`src/rtl/dvfs_seq_pkg.sv`:
```
package dvfs_seq_pkg;

   typedef enum logic [2:0] {
      ST_IDLE,
      ST_UP_V,
      ST_UP_F,
      ST_DN_F,
      ST_DN_V
   } seq_state_t;

   function automatic int opp_mv(input int idx);
      case (idx)
         0:       return 1100;
         1:       return 1000;
         2:       return 900;
         3:       return 860;
         4:       return 835;
         default: return 800;
      endcase
   endfunction

   function automatic int opp_mhz(input int idx);
      case (idx)
         0:       return 800;
         1:       return 640;
         2:       return 490;
         3:       return 420;
         4:       return 370;
         default: return 300;
      endcase
   endfunction

endpackage

```
`src/rtl/dvfs_opp_table.sv`:
```
module dvfs_opp_table #(
   parameter int NUM_MODES = 6,
   parameter int MW        = 3,
   parameter int VW        = 11,
   parameter int FW        = 10,
   parameter logic [NUM_MODES-1:0] BIAS_MASK = '1
) (
   input  logic [MW-1:0] sel,
   output logic [VW-1:0] mv,
   output logic [FW-1:0] mhz,
   output logic          bias
);
   import dvfs_seq_pkg::*;

   localparam int SLOTS = 2 ** MW;

   logic [VW-1:0] mv_tab   [SLOTS];
   logic [FW-1:0] mhz_tab  [SLOTS];
   logic          bias_tab [SLOTS];

   // slots past the last point mirror the last point
   for (genvar i = 0; i < SLOTS; i++) begin : g_slot
      localparam int SRC = (i < NUM_MODES) ? i : NUM_MODES - 1;
      assign mv_tab[i]   = VW'(opp_mv(SRC));
      assign mhz_tab[i]  = FW'(opp_mhz(SRC));
      assign bias_tab[i] = BIAS_MASK[SRC];
   end

   assign mv   = mv_tab[sel];
   assign mhz  = mhz_tab[sel];
   assign bias = bias_tab[sel];

endmodule

```
`src/rtl/dvfs_period_timer.sv`:
```
module dvfs_period_timer #(
   parameter int PW         = 13,
   parameter int MIN_TICKS  = 100,
   parameter int MAX_TICKS  = 5000,
   parameter int DEF_TICKS  = 5000
) (
   input  logic          clk,
   input  logic          rst_n,
   input  logic          tick,
   input  logic [PW-1:0] period_cfg,
   output logic          expire
);
   if (MIN_TICKS < 1 || MIN_TICKS > MAX_TICKS || MAX_TICKS >= 2 ** PW
       || DEF_TICKS < MIN_TICKS || DEF_TICKS > MAX_TICKS) begin : g_bad_period
      $error("period limits do not fit the counter");
   end

   logic [PW-1:0] cnt;
   logic [PW-1:0] eff;

   always_comb begin
      if (period_cfg == '0)                 eff = PW'(DEF_TICKS);
      else if (period_cfg < PW'(MIN_TICKS)) eff = PW'(MIN_TICKS);
      else if (period_cfg > PW'(MAX_TICKS)) eff = PW'(MAX_TICKS);
      else                                  eff = period_cfg;
   end

   always_ff @(posedge clk) begin
      if (!rst_n) begin
         cnt    <= '0;
         expire <= 1'b0;
      end else begin
         expire <= 1'b0;
         if (tick) begin
            if (cnt >= eff - 1'b1) begin
               cnt    <= '0;
               expire <= 1'b1;
            end else begin
               cnt <= cnt + 1'b1;
            end
         end
      end
   end

   // an evaluation is only raised by a slow tick
   assert_expire_on_tick_R9: assert property (@(posedge clk) disable iff (!rst_n)
      $rose(expire) |-> $past(tick));

endmodule

```
`src/rtl/dvfs_step_decide.sv`:
```
module dvfs_step_decide #(
   parameter int IW        = 7,
   parameter int MW        = 3,
   parameter int NUM_MODES = 6,
   parameter int PCT_MAX   = 100
) (
   input  logic [IW-1:0] idle_pct,
   input  logic [IW-1:0] target_pct,
   input  logic [MW-1:0] cur_mode,
   output logic          want_up,
   output logic          want_dn,
   output logic [MW-1:0] nxt_mode
);
   if (PCT_MAX >= 2 ** IW) begin : g_bad_pct
      $error("percentage ceiling exceeds input width");
   end

   logic [IW-1:0] idle_c, tgt_c;

   assign idle_c = (idle_pct   > IW'(PCT_MAX)) ? IW'(PCT_MAX) : idle_pct;
   assign tgt_c  = (target_pct > IW'(PCT_MAX)) ? IW'(PCT_MAX) : target_pct;

   // up = toward performance = lower index
   assign want_up = (idle_c < tgt_c) && (cur_mode != '0);
   assign want_dn = (idle_c > tgt_c) && (cur_mode != MW'(NUM_MODES - 1));

   always_comb begin
      if (want_up)      nxt_mode = cur_mode - 1'b1;
      else if (want_dn) nxt_mode = cur_mode + 1'b1;
      else              nxt_mode = cur_mode;
   end

endmodule

```
`src/rtl/dvfs_idle_seq.sv`:
```
module dvfs_idle_seq #(
   parameter int NUM_MODES = 6,
   parameter int MW        = $clog2(NUM_MODES),
   parameter int VW        = 11,
   parameter int FW        = 10,
   parameter int IW        = 7,
   parameter int PW        = 13,
   parameter int MIN_TICKS = 100,
   parameter int MAX_TICKS = 5000,
   parameter int DEF_TICKS = 5000,
   parameter logic [NUM_MODES-1:0] BIAS_MASK = '1
) (
   input  logic          clk,
   input  logic          rst_n,
   input  logic          slow_tick,
   input  logic [PW-1:0] period_cfg,
   input  logic [IW-1:0] idle_pct,
   input  logic [IW-1:0] target_pct,
   input  logic          voltage_ack,
   input  logic          freq_ack,
   output logic          voltage_req,
   output logic          freq_req,
   output logic [VW-1:0] voltage_code,
   output logic [FW-1:0] freq_code,
   output logic          bias_en,
   output logic [MW-1:0] mode_idx,
   output logic          busy,
   output logic          done
);
   import dvfs_seq_pkg::*;

   if (NUM_MODES < 2 || NUM_MODES > 6 || VW < 11 || FW < 10) begin : g_bad_cfg
      $error("mode count or code widths out of range");
   end

   seq_state_t    state;
   logic          expire;
   logic          want_up, want_dn;
   logic [MW-1:0] nxt_mode, tgt_mode;
   logic [VW-1:0] tab_mv, pend_mv;
   logic [FW-1:0] tab_mhz, pend_mhz;
   logic          tab_bias, pend_bias;

   dvfs_period_timer #(
      .PW(PW), .MIN_TICKS(MIN_TICKS), .MAX_TICKS(MAX_TICKS), .DEF_TICKS(DEF_TICKS)
   ) u_timer (
      .clk(clk), .rst_n(rst_n), .tick(slow_tick),
      .period_cfg(period_cfg), .expire(expire)
   );

   dvfs_step_decide #(
      .IW(IW), .MW(MW), .NUM_MODES(NUM_MODES)
   ) u_decide (
      .idle_pct(idle_pct), .target_pct(target_pct), .cur_mode(mode_idx),
      .want_up(want_up), .want_dn(want_dn), .nxt_mode(nxt_mode)
   );

   dvfs_opp_table #(
      .NUM_MODES(NUM_MODES), .MW(MW), .VW(VW), .FW(FW), .BIAS_MASK(BIAS_MASK)
   ) u_table (
      .sel(nxt_mode), .mv(tab_mv), .mhz(tab_mhz), .bias(tab_bias)
   );

   assign voltage_req = (state == ST_UP_V) || (state == ST_DN_V);
   assign freq_req    = (state == ST_UP_F) || (state == ST_DN_F);
   assign busy        = (state != ST_IDLE);

   always_ff @(posedge clk) begin
      if (!rst_n) begin
         state        <= ST_IDLE;
         mode_idx     <= '0;
         tgt_mode     <= '0;
         voltage_code <= VW'(opp_mv(0));
         freq_code    <= FW'(opp_mhz(0));
         bias_en      <= BIAS_MASK[0];
         pend_mv      <= '0;
         pend_mhz     <= '0;
         pend_bias    <= 1'b0;
         done         <= 1'b0;
      end else begin
         done <= 1'b0;
         case (state)
            ST_IDLE: begin
               if (expire) begin
                  tgt_mode  <= nxt_mode;
                  pend_mv   <= tab_mv;
                  pend_mhz  <= tab_mhz;
                  pend_bias <= tab_bias;
                  if (want_up) begin
                     state        <= ST_UP_V;
                     voltage_code <= tab_mv;
                  end else if (want_dn) begin
                     state     <= ST_DN_F;
                     freq_code <= tab_mhz;
                  end else begin
                     done <= 1'b1;
                  end
               end
            end
            ST_UP_V: if (voltage_ack) begin
               state     <= ST_UP_F;
               freq_code <= pend_mhz;
            end
            ST_DN_F: if (freq_ack) begin
               state        <= ST_DN_V;
               voltage_code <= pend_mv;
            end
            ST_UP_F, ST_DN_V: if ((state == ST_UP_F) ? freq_ack : voltage_ack) begin
               state    <= ST_IDLE;
               mode_idx <= tgt_mode;
               bias_en  <= pend_bias;
               done     <= 1'b1;
            end
            default: state <= ST_IDLE;
         endcase
      end
   end

   // requests persist with frozen codes until acknowledged
   assert_volt_hold_R10: assert property (@(posedge clk) disable iff (!rst_n)
      (voltage_req && !voltage_ack) |=> (voltage_req && $stable(voltage_code) && $stable(freq_code)));
   assert_freq_hold_R10: assert property (@(posedge clk) disable iff (!rst_n)
      (freq_req && !freq_ack) |=> (freq_req && $stable(voltage_code) && $stable(freq_code)));

   // on a performance step the clock request follows an acknowledged supply request
   assert_up_order_R5: assert property (@(posedge clk) disable iff (!rst_n)
      ($rose(freq_req) && (tgt_mode < mode_idx)) |-> $past(voltage_req && voltage_ack));

   // on a saving step the supply request follows an acknowledged clock request
   assert_dn_order_R6: assert property (@(posedge clk) disable iff (!rst_n)
      ($rose(voltage_req) && (tgt_mode > mode_idx)) |-> $past(freq_req && freq_ack));

   // single-step moves within range, only at completion
   assert_one_step_R4: assert property (@(posedge clk) disable iff (!rst_n)
      (mode_idx != $past(mode_idx)) |->
         (done && (({1'b0, mode_idx} + 1'b1 == {1'b0, $past(mode_idx)})
                || ({1'b0, $past(mode_idx)} + 1'b1 == {1'b0, mode_idx}))));
   assert_mode_range_R4: assert property (@(posedge clk) disable iff (!rst_n)
      mode_idx < MW'(NUM_MODES));

   // completion is never reported while a sequence runs
   assert_done_not_busy_R7: assert property (@(posedge clk) disable iff (!rst_n)
      done |-> !busy);

endmodule

```
`config.mk`:
```
export PLATFORM = sky130hd
export DESIGN_NAME = dvfs_idle_seq
export DESIGN_NICKNAME = d
export VERILOG_FILES = /design/src/rtl/dvfs_seq_pkg.sv /design/src/rtl/dvfs_opp_table.sv /design/src/rtl/dvfs_period_timer.sv /design/src/rtl/dvfs_step_decide.sv /design/src/rtl/dvfs_idle_seq.sv
export SDC_FILE = /design/constraint.sdc
export NUM_CORES = 1
export LEC_CHECK = 0
export ABC_AREA = 1
export BUFFER_PORTS_ARGS = -buffer_cell sky130_fd_sc_hd__buf_2
export CORE_MARGIN = 3
export CORE_UTILIZATION = 35
export DETAILED_ROUTE_END_ITERATION = 12
export GPL_TIMING_DRIVEN = 0
export SLEW_MARGIN = 5
export SYNTH_ARGS = -nofsm -noshare
export SYNTH_HDL_FRONTEND = slang
export SYNTH_HIERARCHICAL = 1
export SYNTH_SLANG_ARGS = --single-unit
```
`constraint.sdc`:
```
create_clock -name clk -period 3.6 [get_ports clk]
set_input_delay 0.36 -clock clk [delete_from_list [all_inputs] [get_ports clk]]
set_output_delay 0.36 -clock clk [all_outputs]
set_load 0.01 [all_outputs]
```
==> flow_summary.toml, run 1 <==
[critical_path]
critPathMaxFanout = 7
r2r_slack_ps = 920
cp.arrival_ps = 3410
critical_path_class = "in2reg"
crit_required_ps = 3830
cp-end-kind = "register"
critPathLaunchType = "primary input"

[power_and_ir_drop]
p_comb_share_pct = 42.4
power_frac_seq_pct = 28.7
power.internal_mw = 1.84
power.net_switching_mw = 1.21
clock_power_share_pct = 28.8
swShare_pct = 39.7
powerDensity_mw_per_mm2 = 557
p_leak_nw = 2.70
ir_drop_v = 0.000250

[global_route]
grt_overflow = 0
globalRouteMet3Util_pct = 4.06
top_usage_layer = "met2"
met2_usage_pct = 23.0
track_usage_pct = 14.4
grt_pass1_wl_mm = 17.5
first_global_vias = 3887
grt_antenna_before_repair = 0
met1_usage_pct = 19.1
grt_start_max_net_pins = 14

[logic_synthesis]
yosys.cell_types.count = 42
synth-main-ff-cell = "dfxtp_1"
syn_area_mm2 = 0.00467
syn_inst = 695
ys_warn_count = 6
synth_seq_cells = 68
ys_seq_area_share_pct = 29.2
synth_edf_count = 0
syn_nets = 758
syn_avg_cell_area_um2 = 6.72
async_flop_share_pct = 0

[route]
drt_pre_antenna_iters = 5
drc = 0
vias = 4244
drtAntennaViolNets = 0
vias_per_cell = 4.50
drt_wl_total_mm = 10.1
wl_per_cell_um = 10.7
initialDrtViolationCount = 197

[floorplan]
core_mm2 = 0.0128
die_x_um = 122
rows = 41
initial_core_util_pct = 36.4
die_h_um = 122
die-area_mm2 = 0.0148
ios = 61

[timing]
drv_slew = 0
min_period_over_period_pct = 88.3
max_slew.worst_pin.slew_ps = 568
max_slew_margin_pct = 62.1
fmax_mhz = 315
period_minus_slack_ps = 3180
rsz0062_at_grt = "no"
setup_violations = 0
finalHoldViolations = 0
skew_ps = 8.30

[cells_and_area]
final_cell_mix = "nand2_1, nor2_1, inv_1"
antenna_cells = 0
final_util_pct = 42.8
area_growth_pct = 17.6
layout.nets = 829
fin_area_mm2 = 0.00549
layout_commonest_cell = "nand2_1"
drive_gt1_share_pct = 20.9

[placement]
placed_area_mm2 = 0.00518
place.port_buffers = 60
hpwl_mm = 8.06
gp_congestion = 0.829

[status]
status = "finished clean"

[hold_path]
hp-class = "in2reg"

[clock_network]
cts_buffer_depth = 2
clkLatencyLatePin_ps = 330
cts_num_sinks = 68
numCtsBuffers = 9
clk_pin_slew_ps = 60
hold_buffers = 0
root_buffer = "clkbuf_16"
cts_tree = "built"
cts.htree.levels = 3

[run]
maxCapViolCount = 0
==> cell usage after synthesis, types with 2 or more instances <==
| cell type | n | area, um^2 |
|---|---|---|
| ha_1 | 31 | 388 |
| nor2_1 | 85 | 319 |
| a21oi_1 | 35 | 175 |
| clkbuf_1 | 10 | 37.5 |
| nor3_2 | 2 | 20.0 |
| nand3b_1 | 2 | 15.0 |
| nand3_2 | 4 | 40.0 |
| nand2_4 | 2 | 22.5 |
| inv_2 | 10 | 37.5 |
| inv_1 | 83 | 312 |
| xnor2_1 | 4 | 35.0 |
| nand3_1 | 46 | 230 |
| buf_6 | 7 | 78.8 |
| buf_2 | 4 | 20.0 |
| xor2_1 | 10 | 87.6 |
| nand3_4 | 3 | 52.6 |
| nand4_1 | 10 | 62.6 |
| o21ai_0 | 49 | 245 |
| nor2_2 | 10 | 62.6 |
| nor3_1 | 2 | 10.0 |
| conb_1 | 2 | 7.51 |
| nand2_1 | 157 | 589 |
| o21ai_1 | 12 | 60.1 |
| nand2_2 | 18 | 113 |
| buf_4 | 8 | 60.1 |
| dfxtp_1 | 68 | 1360 |
| nor2_4 | 6 | 67.6 |
==> worst max-delay path, stage by stage <==
cell	delay, ps
buf_2	100
o21ai_0	160
a31oi_1	170
or2_2	310
ha_1	320
a21oi_1	160
nand2_1	80
nand2_2	90
nand2_2	90
nand2_4	90
nand3_1	70
nand2_1	60
inv_1	120
inv_1	170
ha_1	220
inv_1	60
nor2_1	210
inv_1	110
buf_4	150
nand2_1	50
o21ai_0	80
o21ai_1	130
nor2_1	40
==> power by group through the flow <==
| stage | registers, mW | clock network, mW | logic, mW |
|---|---|---|---|
| global route | 0.889 | 0.924 | 1.51 |
| finish | 0.878 | 0.880 | 1.30 |
| floorplan | 0.917 | 0 | 0.943 |
| global placement | 0.893 | 0 | 1.29 |
| detailed placement | 0.896 | 0 | 1.30 |
| CTS | 0.880 | 0.900 | 1.30 |
==> path summary, 6_finish.rpt <==
path / startpoint / to / cells after the start
setup reg to reg: mode_idx[0] / voltage_code[9] / 18
hold reg to reg: pend_mhz[7] / pend_mhz[7] / 2
setup / recovery: idle_pct[0] / voltage_code[9] / 23
hold / removal: rst_n / u_timer/expire / 3
==> registers in the layout (all words and copies together), names as in the netlist, 3 cells and up <==
| register | cells |
|---|---|
| mode_idx | 3 |
| state | 3 |
| u_timer/cnt | 13 |
| voltage_code | 11 |
| freq_code | 10 |
| pend_mv | 11 |
| tgt_mode | 3 |
| pend_mhz | 10 |
==> cell families after synthesis <==
| logic type | count (synthesis) | share of synthesized area (%) |
|---|---|---|
| XOR/XNOR | 14 | 2.63 |
| AND/OR/NAND/NOR | 354 | 36.1 |
| flip-flops | 68 | 29.2 |
| other | 2 | 0.161 |
| buffers and inverters | 122 | 11.7 |
| adder cells (fa/ha/maj) | 31 | 8.31 |
| AO/OA/AOI/OAI | 104 | 12.0 |
==> stage by stage <==
| step | instances | hold WS, ps | worst slack, ps | setup TNS [ps] | power [mW] |
|---|---|---|---|---|---|
| finish | 943 | 315 | 422 | 0 | 3.06 |
| global route | 943 | 336 | 16.4 | 0 | 3.32 |
| CTS | 943 | 321 | 278 | 0 | 3.08 |
| detailed placement | 927 | 440 | -60.7 | -525 | 2.19 |
| global placement | 927 | 434 | -65.3 | -414 | 2.19 |
| floorplan | 695 | 424 | 564 | 0 | 1.86 |
==> what timing repair did <==
| item | 4_1_cts | 5_1_grt |
|---|---|---|
| setup buffers | 0 | 0 |
| endpoints found under the setup margin | 0 | 11 |
| gates resized for setup | 0 | 4 |
==> cell type report <==
cell class                      instances  area, um^2
Timing Repair Buffer                   60         300
Clock inverter                          7        75.1
Tap cell                              172         215
Sequential cell                        68        1360
Buffer                                 29         198
Inverter                               93         349
Fill cell                            1415        7340
Multi-Input combinational cell        505        2770
Clock buffer                            9         225
==> routing by layer <==
metal / wire, um / up-vias
met5: 0 / -
met4: 120 / 0
met3: 521 / 13
met2: 4270 / 64
met1: 5200 / 1822
li1: - / 2345
(Power assumes the default switching activity.)
==> inputs of run 2 (changes only) <==
--- a/config.mk
+++ b/config.mk
@@ -8,7 +8,7 @@
 export ABC_AREA = 1
 export BUFFER_PORTS_ARGS = -buffer_cell sky130_fd_sc_hd__buf_2
 export CORE_MARGIN = 3
-export CORE_UTILIZATION = 35
+export CORE_UTILIZATION = 45
 export DETAILED_ROUTE_END_ITERATION = 12
 export GPL_TIMING_DRIVEN = 0
 export SLEW_MARGIN = 5
==> run 2 against run 1 <==
  * First-iteration DRC count increased by 16%
  * Clock power decreased by 20%
  * Register-to-register slack got worse by 60 ps
  * Worst hold slack got worse by 39 ps
  * Final area decreased by 2.3%
  * Sequential power about the same
  * Global-route usage increased by 5.3 points
  * Largest cell class unchanged
  * Largest power group unchanged
  * Highest routed layer unchanged
==> flow_summary.toml, run 2 (synthesized netlist as in run 1, its figures left out) <==
[placement]
post-place-ws_ps = -65.3
place.port_buffers = 60
dp.cells = 888
hpwl_mm = 8.54
gp_congestion = 0.868

[critical_path]
critPathLaunchType = "primary input"
crit_required_ps = 3820
cp.arrival_ps = 3530
critPathMaxFanout = 10
critical_path_class = "in2reg"
cp-end-kind = "register"

[clock_network]
clkLatencyLatePin_ps = 360
numCtsBuffers = 9
root_buffer = "clkbuf_8"
cts_tree = "built"
cts_num_sinks = 68
cts.htree.levels = 3
hold_buffers = 0
post_cts_buffers = 0
clk_pin_slew_ps = 80
cts_resized = 0
cts_buffer_depth = 2

[cells_and_area]
antenna_cells = 0
final_cell_mix = "nand2_1, nor2_1, inv_1"
fillers = 1034
top_register = "u_timer/cnt"
area_growth_pct = 14.8
layout.nets = 829
reg_top3 = "u_timer/cnt: 13 flops, pend_mv: 11 flops, voltage_code: 11 flops"
layout.cells.non_filler = 904
multi_input_area_mm2 = 0.00277
largest_register_ff_count = 13
layout_commonest_cell = "nand2_1"
drive_gt1_share_pct = 20.8
regArea_mm2 = 0.00136

[floorplan]
initial_core_util_pct = 47.1
die_x_um = 108
die-area_mm2 = 0.0116
ios = 61
core_mm2 = 0.00991
rows = 36
die_h_um = 108

[global_route]
track_usage_pct = 19.8
grt_overflow = 0
grt_start_max_net_pins = 14
grt_antenna_before_repair = 0
grt_pass1_wl_mm = 18.7
first_global_vias = 4167

[route]
wl_per_cell_um = 12.0
vias_per_cell = 4.88
drc = 0
initialDrtViolationCount = 229
vias = 4410
drtAntennaViolNets = 0
drt_wl_total_mm = 10.9
drt_pre_antenna_iters = 4

[status]
status = "finished clean"

[timing]
fmax_mhz = 303
max_slew.worst_pin.slew_ps = 582
whs_ps = 276
setup_tns_ps = 0
min_period_over_period_pct = 91.8
finalHoldViolations = 0
period_minus_slack_ps = 3310
setup_slack_ps = 294
skew_ps = 13.4
rsz0062_at_grt = "no"
max_slew_margin_pct = 61.2
drv_slew = 0
setup_violations = 0

[run]
maxCapViolCount = 0

[power_and_ir_drop]
p_leak_nw = 2.67
p_total_mw = 2.89
powerDensity_mw_per_mm2 = 539
ir_drop_v = 0.000262

[hold_path]
hp-class = "in2reg"
[run 2: changes by cell type in the layout (fill, tap and decap cells not counted), sizes merged]
cell / before / now
clkinvlp: 3 / 1
bufinv: 1 / 2
clkinv: 2 / 3
[run 2: final cells by class]
type	instances	area share, %
clock buffers	9	2.31
clock inverters	7	1.84
well taps	133	3.10
flip-flops and latches	68	25.4
plain buffers	29	3.66
repair buffers	60	5.60
inverters	93	6.51
multi-input cells	505	51.6
[run 2: critical path, stage by stage]
cell,delay (ps)
buf_2,120
inv_2,60
nand2_1,80
nor2_2,100
nand3_2,70
nand2_2,100
nand2_2,90
buf_6,160
nand3_1,110
ha_1,240
nand3_1,110
nor2_2,230
nand2_1,100
nand2_1,70
nand2_1,60
ha_1,310
nand2_1,70
o21ai_0,210
a21oi_1,90
nand3_1,100
nand2_1,50
nand2_1,140
clkbuf_1,390
a21oi_1,90
[run 2: metal layers]
metal / vias up / track usage [%] / share of wire (%)
li1: 2342 / - / -
met1: 1975 / 27.9 / 51
met2: 81 / 30.6 / 43
met3: 12 / 3.54 / 5.2
met4: 0 / 5.95 / 1.3
met5: - / 0 / 0
[run 2: worst paths after layout]
kind,startpoint,endpoint,cells after the start,slack [ps]
worst min register to register,pend_mhz[7],pend_mhz[7],2,450
worst max-delay path,period_cfg[6],u_timer/cnt[1],24,290
worst min-delay path,rst_n,u_timer/expire,3,280
worst max register to register,mode_idx[0],voltage_code[9],18,860
[run 2: stage by stage]
stage / cell area, um^2 / utilization [%]
6_report: 5360 / 54.1
2_1_floorplan: 4670 / -
3_5_place_dp: 5140 / 51.8
4_1_cts: 5360 / 54.1
5_1_grt: 5360 / 54.1
3_3_place_gp: 5140 / 51.8
[run 2: power breakdown]
| part | switching, mW | internal [mW] |
|---|---|---|
| combinational | 0.828 | 0.481 |
| sequential | 0.0554 | 0.823 |
| clock | 0.311 | 0.393 |
| total | 1.19 | 1.70 |
==> inputs of run 3 (changes only) <==
--- a/config.mk
+++ b/config.mk
@@ -11,6 +11,7 @@
 export CORE_UTILIZATION = 45
 export DETAILED_ROUTE_END_ITERATION = 12
 export GPL_TIMING_DRIVEN = 0
+export RECOVER_POWER = 100
 export SLEW_MARGIN = 5
 export SYNTH_ARGS = -nofsm -noshare
 export SYNTH_HDL_FRONTEND = slang
==> constraint.sdc (replaced) <==
create_clock -name clk -period 3.6 [get_ports clk]
set_input_delay 0.18 -clock clk [delete_from_list [all_inputs] [get_ports clk]]
set_output_delay 0.18 -clock clk [all_outputs]
set_load 0.01 [all_outputs]
==> run 3 against run 2 <==
  * Core utilization down 0.86 points
  * Clock power about the same
  * Non-clock buffer count unchanged
  * Die area stayed put
  * Worst setup slack improved by 79 ps
  * Final area shrank 1.6%
  * First-iteration DRC count is 14% higher
  * Sequential share of layout area rose by 0.41 points
  * Via count up 0.36%
  * Final cell count unchanged
  * Largest cell class unchanged
  * Largest power group unchanged
  * Highest routed layer unchanged
==> flow_summary.toml, run 3 (synthesized netlist as in run 1, its figures left out) <==
[route]
vias = 4426
initialDrtViolationCount = 262
vias_per_cell = 4.90
drt_pre_antenna_iters = 4
drtAntennaViolNets = 0
drc = 0
wl_per_cell_um = 12.0
drt_wl_total_mm = 10.9

[clock_network]
numCtsBuffers = 9
cts_tree = "built"
cts_buffer_depth = 2
post_cts_buffers = 0
cts_num_sinks = 68
cts.htree.levels = 3
clk_pin_slew_ps = 80
clkLatencyLatePin_ps = 350
cts_resized = 0
root_buffer = "clkbuf_8"
hold_buffers = 0

[cells_and_area]
top_register = "u_timer/cnt"
layout_commonest_cell = "nand2_1"
area_growth_pct = 13.0
reg_top3 = "u_timer/cnt: 13 flops, pend_mv: 11 flops, voltage_code: 11 flops"
multi_input_area_mm2 = 0.00272
final_cell_mix = "nand2_1, nor2_1, inv_1"
layout.nets = 829
antenna_cells = 0
fillers = 1045
regArea_mm2 = 0.00136
largest_register_ff_count = 13
drive_gt1_share_pct = 15.7
fin_area_mm2 = 0.00528

[hold_path]
hp-class = "in2reg"
hold_depth = 3
min_to = "u_timer/expire"
worstHoldStart = "rst_n"

[timing]
rsz0062_at_grt = "no"
max_slew.worst_pin.slew_ps = 585
max_slew_margin_pct = 61.0
min_period_over_period_pct = 89.6
setup_slack_ps = 373
setup_tns_ps = 0
setup_violations = 0
fmax_mhz = 310
finalHoldViolations = 0
drv_slew = 0
period_minus_slack_ps = 3230
skew_ps = 12.0

[global_route]
track_usage_pct = 19.8
grt_overflow = 0
grt_start_max_net_pins = 14
first_global_vias = 4167
grt_antenna_before_repair = 0
grt_pass1_wl_mm = 18.7

[critical_path]
path_common_cell = "nand2_1"
worst_path_max_delay_cell = "clkbuf_1"
crit_required_ps = 3820
slowest_delay_ps = 390
critPathLaunchType = "primary input"
r2r-end = "voltage_code[1]"
critPathMaxFanout = 10
path_cells = "clkbuf_1, inv_2, nand2_1, nor2_2, nand3_2, nand2_2, nand2_2, buf_6, nand3_1, ha_1, nand3_1, nor2_1, nand2_1, nand2_1, nand2_1, ha_1, nand2_1, o21ai_0, a21oi_1, nand3_1, nand2_1, nand2_1, clkbuf_1, a21oi_1"
critical_path_class = "in2reg"
rr_startpoint = "mode_idx[0]"
ff2ff_path_depth = 16
cp-end-kind = "register"
r2r_slack_ps = 850
cp.arrival_ps = 3450

[power_and_ir_drop]
p_leak_nw = 2.57
p_comb_share_pct = 44.0
power.internal_mw = 1.66
swShare_pct = 41.2
power.net_switching_mw = 1.16
ir_drop_v = 0.000257
clock_power_share_pct = 24.9
power_frac_seq_pct = 31.1
powerDensity_mw_per_mm2 = 535
p_total_mw = 2.82

[placement]
hpwl_mm = 8.54
post-place-ws_ps = 115
gp_congestion = 0.868
placed_area_mm2 = 0.00514
place.port_buffers = 60

[run]
maxCapViolCount = 0

[floorplan]
die_x_um = 108
ios = 61
die_h_um = 108
die-area_mm2 = 0.0116
initial_core_util_pct = 47.1
rows = 36
core_mm2 = 0.00991

[status]
status = "finished clean"
## run 3: cell count changes in the layout (fill, tap and decap cells not counted), sizes merged
cell	change
buf	-34
clkbuf	+34
## run 3: worst max-delay path by stage
stage	startpoint	end	slack [ps]	depth (start not counted)
global placement	idle_pct[0]	voltage_code[9]	190	23
floorplan	idle_pct[0]	voltage_code[9]	740	22
global route	idle_pct[0]	voltage_code[0]	70	21
CTS	idle_pct[0]	voltage_code[9]	500	23
detailed placement	idle_pct[0]	voltage_code[9]	110	23
finish	period_cfg[6]	u_timer/cnt[1]	370	24
## run 3: per-stage QoR
stage,hold slack (ps),instances,util [%]
floorplan,306,695,-
global placement,436,888,51.8
detailed placement,440,888,51.8
CTS,91.1,904,54.1
global route,115,904,53.2
finish,100,904,53.2
## run 3: final cells by class
class	count	area share (%)
Inverter	93	6.62
Clock buffer	9	2.35
Buffer	29	3.56
Clock inverter	7	1.87
Multi-Input combinational cell	505	51.6
Timing Repair Buffer	60	5.05
Sequential cell	68	25.8
Tap cell	133	3.15
## run 3: critical path, delay by kind of cell
family                   cells  cell delay (ps)
AND/OR/NAND/NOR             15             1570
buffers and inverters        4              750
adder cells (fa/ha/maj)      2              550
AO/OA/AOI/OAI                3              390
## run 3: power groups by stage
stage,Sequential [mW],Combinational (mW),Clock (mW)
6_report,0.877,1.24,0.703
5_1_grt,0.887,1.45,0.755
4_1_cts,0.879,1.31,0.721
3_5_place_dp,0.897,1.29,0
2_1_floorplan,0.917,0.943,0
3_3_place_gp,0.893,1.27,0
## run 3: per-layer routing
| metal | track usage, % | wire (um) |
|---|---|---|
| met1 | 27.9 | 5520 |
| met2 | 30.6 | 4620 |
| met3 | 3.54 | 562 |
| met4 | 5.95 | 176 |
| met5 | 0 | 0 |
